$ cat config.mk
export PLATFORM = sky130hd
export DESIGN_NAME = rstk_top
export DESIGN_NICKNAME = d
export VERILOG_FILES = /design/src/rtl/rstk_pkg.sv /design/src/rtl/rstk_decode.sv /design/src/rtl/rstk_level.sv /design/src/rtl/rstk_top.sv
export SDC_FILE = /design/constraint.sdc
export NUM_CORES = 1
export LEC_CHECK = 0
export BUFFER_PORTS_ARGS = -buffer_cell sky130_fd_sc_hd__buf_2
export CAP_MARGIN = 20
export CORE_MARGIN = 2
export CORE_UTILIZATION = 52
export CTS_BUF_LIST = sky130_fd_sc_hd__clkbuf_4 sky130_fd_sc_hd__clkbuf_8
export DETAILED_ROUTE_END_ITERATION = 10
export GPL_TIMING_DRIVEN = 0
export PLACE_DENSITY_LB_ADDON = 0.15
export SYNTH_ARGS = -nofsm -noshare
export SYNTH_HDL_FRONTEND = slang
export SYNTH_SLANG_ARGS = --single-unit
$ cat constraint.sdc
create_clock -name clk -period 1 [get_ports clk]
set_input_delay 0.2 -clock clk [delete_from_list [all_inputs] [get_ports clk]]
set_output_delay 0.2 -clock clk [all_outputs]
set_load 0.02 [all_outputs]
$ cat src/rtl/rstk_pkg.sv
package rstk_pkg;
  // Operation applied to the level chain on one clock edge.
  typedef enum logic [1:0] {
    OP_HOLD = 2'd0,
    OP_PUSH = 2'd1,
    OP_POP  = 2'd2
  } stk_op_e;
endpackage

$ cat src/rtl/rstk_decode.sv
module rstk_decode
  import rstk_pkg::*;
(
  input  logic    push_i,
  input  logic    pop_i,
  output stk_op_e op_o
);
  // Push outranks pop when both strobes arrive together.
  always_comb begin
    if (push_i)     op_o = OP_PUSH;
    else if (pop_i) op_o = OP_POP;
    else            op_o = OP_HOLD;
  end
endmodule

$ cat src/rtl/rstk_level.sv
module rstk_level
  import rstk_pkg::*;
#(
  parameter int ADDR_W = 12
) (
  input  logic              clk,
  input  logic              rst,
  input  stk_op_e           op_i,
  input  logic [ADDR_W-1:0] from_above_i,
  input  logic [ADDR_W-1:0] from_below_i,
  output logic [ADDR_W-1:0] q_o
);
  always_ff @(posedge clk) begin
    if (rst) begin
      q_o <= '0;
    end else begin
      unique case (op_i)
        OP_PUSH: q_o <= from_above_i;
        OP_POP:  q_o <= from_below_i;
        default: q_o <= q_o;
      endcase
    end
  end
endmodule

$ cat src/rtl/rstk_top.sv
module rstk_top
  import rstk_pkg::*;
#(
  parameter int ADDR_W = 12,
  parameter int DEPTH  = 2
) (
  input  logic              clk,
  input  logic              rst,
  input  logic              push_i,
  input  logic [ADDR_W-1:0] push_addr_i,
  input  logic              pop_i,
  output logic [ADDR_W-1:0] top_o
);
  localparam int LAST = DEPTH - 1;

  stk_op_e op;
  logic [ADDR_W-1:0] lvl_q [DEPTH];

  rstk_decode u_decode (
    .push_i (push_i),
    .pop_i  (pop_i),
    .op_o   (op)
  );

  for (genvar i = 0; i < DEPTH; i++) begin : g_lvl
    logic [ADDR_W-1:0] above;
    logic [ADDR_W-1:0] below;
    if (i == 0) begin : g_head
      assign above = push_addr_i;
    end else begin : g_body
      assign above = lvl_q[i-1];
    end
    if (i == LAST) begin : g_tail
      // The deepest level refills itself, so repeated pops repeat it.
      assign below = lvl_q[i];
    end else begin : g_link
      assign below = lvl_q[i+1];
    end
    rstk_level #(.ADDR_W(ADDR_W)) u_level (
      .clk          (clk),
      .rst          (rst),
      .op_i         (op),
      .from_above_i (above),
      .from_below_i (below),
      .q_o          (lvl_q[i])
    );
  end

  assign top_o = lvl_q[0];
endmodule

==> flow_metrics.tcl <==
set metrics [dict create \
    drt-pass1-iter-count 4 \
    drv_cap 0 \
    routed-via-count 808 \
    drc_errors 0 \
    max_stage_delay_ps 370 \
    cp_top_family "flip-flops" \
    clock_path_buffers 2 \
    critPathMaxFanout 3 \
    grt_pass1_wl_um 3280 \
    top_layer "met4" \
    yosysSeqAreaShare 0.492 \
    synth_cells 92 \
    timing.final.max_slew_violations 0 \
    fmax_ghz 0.994 \
    setup_ws_ps -6.00 \
    wl_met2_um 1020 \
    hp-class "input port to flop" \
    violations "setup timing" \
    rows 15 \
    final_cell_mix "mux2i_1 (24), buf_2 (17), buf_6 (13)" \
    area_growth_pct 37.9 \
    final_common_cell "mux2i_1" \
    cts_tree "done" \
    path_buf_inv 1 \
    drive_gt1_frac 0.436 \
    start_util 0.559 \
    setup_viol 1 \
    die_area_mm2 0.00224 \
    synth_area_leader_cell "dfxtp_1" \
    fin_worst_skew_ps 4.13 \
    end_kind "output pin" \
    final_core_util 0.771 \
    vias_per_cell 5.11 \
    critPathArrivalTime_ps 810 \
    ios 28 \
    drtIter0Drc 6 \
    finalCritPeriodShare 1.01 \
    ys_warn_count 0 \
    numPortBuffers 26 \
    htreeDepth 1 \
    hpwl_um 1310 \
    drtAntennaViolNets 0 \
    status "finished, violations left" \
    top_register "g_lvl.u_level.q_o" \
    place_area_mm2 0.00114 \
    grt_max_degree 14 \
    hold_viol 0 \
    grt_overflow_total 0 \
    die_h_um 47.3 \
    stdcell_count 158 \
    synth.ff_latch_count 24 \
    cts.sinks 24 \
    synth_top_area_share 0.492 \
    crit_type "flop to output pin" \
    worstPathCellList "buf_6" \
    finalPower_mw 1.92 \
    grt_pass1_vias 779 \
    wl_um 2050 \
    antenna_found_initial 0 \
    wl_met1_um 912 \
    largestRegisters "g_lvl.u_level.q_o x24" \
    syn-num-nets 108 \
    fin_area_mm2 0.00135 \
    timing.setup.tns_ps -6.00 \
    pwr_density_cell_mw_per_mm2 1430 \
    post-place-cells 143 \
    cp.required_ps 800 \
    syn_area_um2 976 \
    gr-usage-all-layers 0.214 \
    worstMarginPinSlew_ps 488 \
    wl_met3_um 72 \
    slew_headroom 0.675 \
    clock_latency_ps 320 \
    leakagePower_nw 0.632 \
    fp.dieW_um 47.3 \
    fin_crit_ps 1010 \
    root_buffer "clkbuf_4" \
    cpMaxStageDelayCell "dfxtp_2" \
    clkTransAtPathRegs_ps 120 \
    start_kind "flop" \
    fin_nets 150 \
    cts_made_buffers 3 \
    ys_types 10 \
    largest_reg_flops 24 \
    rsz0062_at_grt "yes" \
    antenna_cells 0 \
    place_congestion 0.649 \
    syn_avg_cell_area_um2 10.6 \
    ir_drop_uv 944 \
    core_area_mm2 0.00175 \
    yosys-top-cells-area "dfxtp_1 (49%), mux2i_1 (25%), a211oi_1 (9.2%), nor2b_1 (7.7%), nor2_1 (4.6%)" \
    wl_per_cell_um 13.0 \
]
[Yosys cell counts]
cell and n:
a211oi_1 12, buf_2 3, buf_4 1, buf_6 1, clkbuf_1 2, dfxtp_1 24
inv_1 1, mux2i_1 24, nor2_1 12, nor2b_1 12
[kinds of logic after synthesis]
| family | count (synthesis) | share of synthesized area |
|---|---|---|
| DFF | 24 | 0.492 |
| and+or+nand+nor | 24 | 0.123 |
| AOI/OAI and AO/OA | 12 | 0.0923 |
| buffers and inverters | 8 | 0.0462 |
| muxes | 24 | 0.246 |
[layout make-up]
type,count,area (um2)
multi-input combinational,60,450
clock buffer,4,36.3
timing repair buffer,37,288
inverter,1,3.75
tap,25,31.3
sequential,24,495
fill,136,399
buffer,7,41.3
[path summary, 6_finish.rpt]
check	from	to	slack (ps)	depth (start not counted)
hold reg to reg	g_lvl[1].u_level.q_o[8]	g_lvl[1].u_level.q_o[8]	510	2
setup reg to reg	g_lvl[0].u_level.q_o[2]	g_lvl[0].u_level.q_o[2]	70	4
hold / removal	rst	g_lvl[0].u_level.q_o[8]	100	2
setup / recovery	g_lvl[0].u_level.q_o[10]	top_o[10]	-6	1
[per-stage QoR]
stage | hold WS (ps) | setup slack [ps]
2_1_floorplan | 273 | 136
3_3_place_gp | 445 | 16.0
3_5_place_dp | 454 | -16.1
4_1_cts | 101 | -15.0
5_1_grt | 104 | -36.1
6_report | 105 | -6.00
[layer usage]
metal  vias up  global-route usage
li1        403                   -
met2        23               0.351
met3         5              0.0231
met1       377               0.279
met5         -                   0
met4         0               0.100
[report_power, final]
part	switching, mW	internal [mW]	leakage (nW)	total [mW]
sequential	0.0335	1.02	0.201	1.05
clock	0.289	0.223	0.0210	0.512
combinational	0.166	0.193	0.410	0.359
total	0.489	1.43	0.632	1.92
[worst reg2reg max path, cell delays in order (launching register included)]
cell and delay [ps]:
dfxtp_2 360, buf_4 100, buf_4 100, mux2i_1 60, a211oi_1 230
[timing repair]
action                                  CTS  global route
endpoints found under the setup margin   12            12
resized for setup                        36             0
hold buffers                              0             0
buffers inserted                         10             1
endpoints found under the hold margin     0             0
No activity file was read; power rests on OpenSTA's default activity.
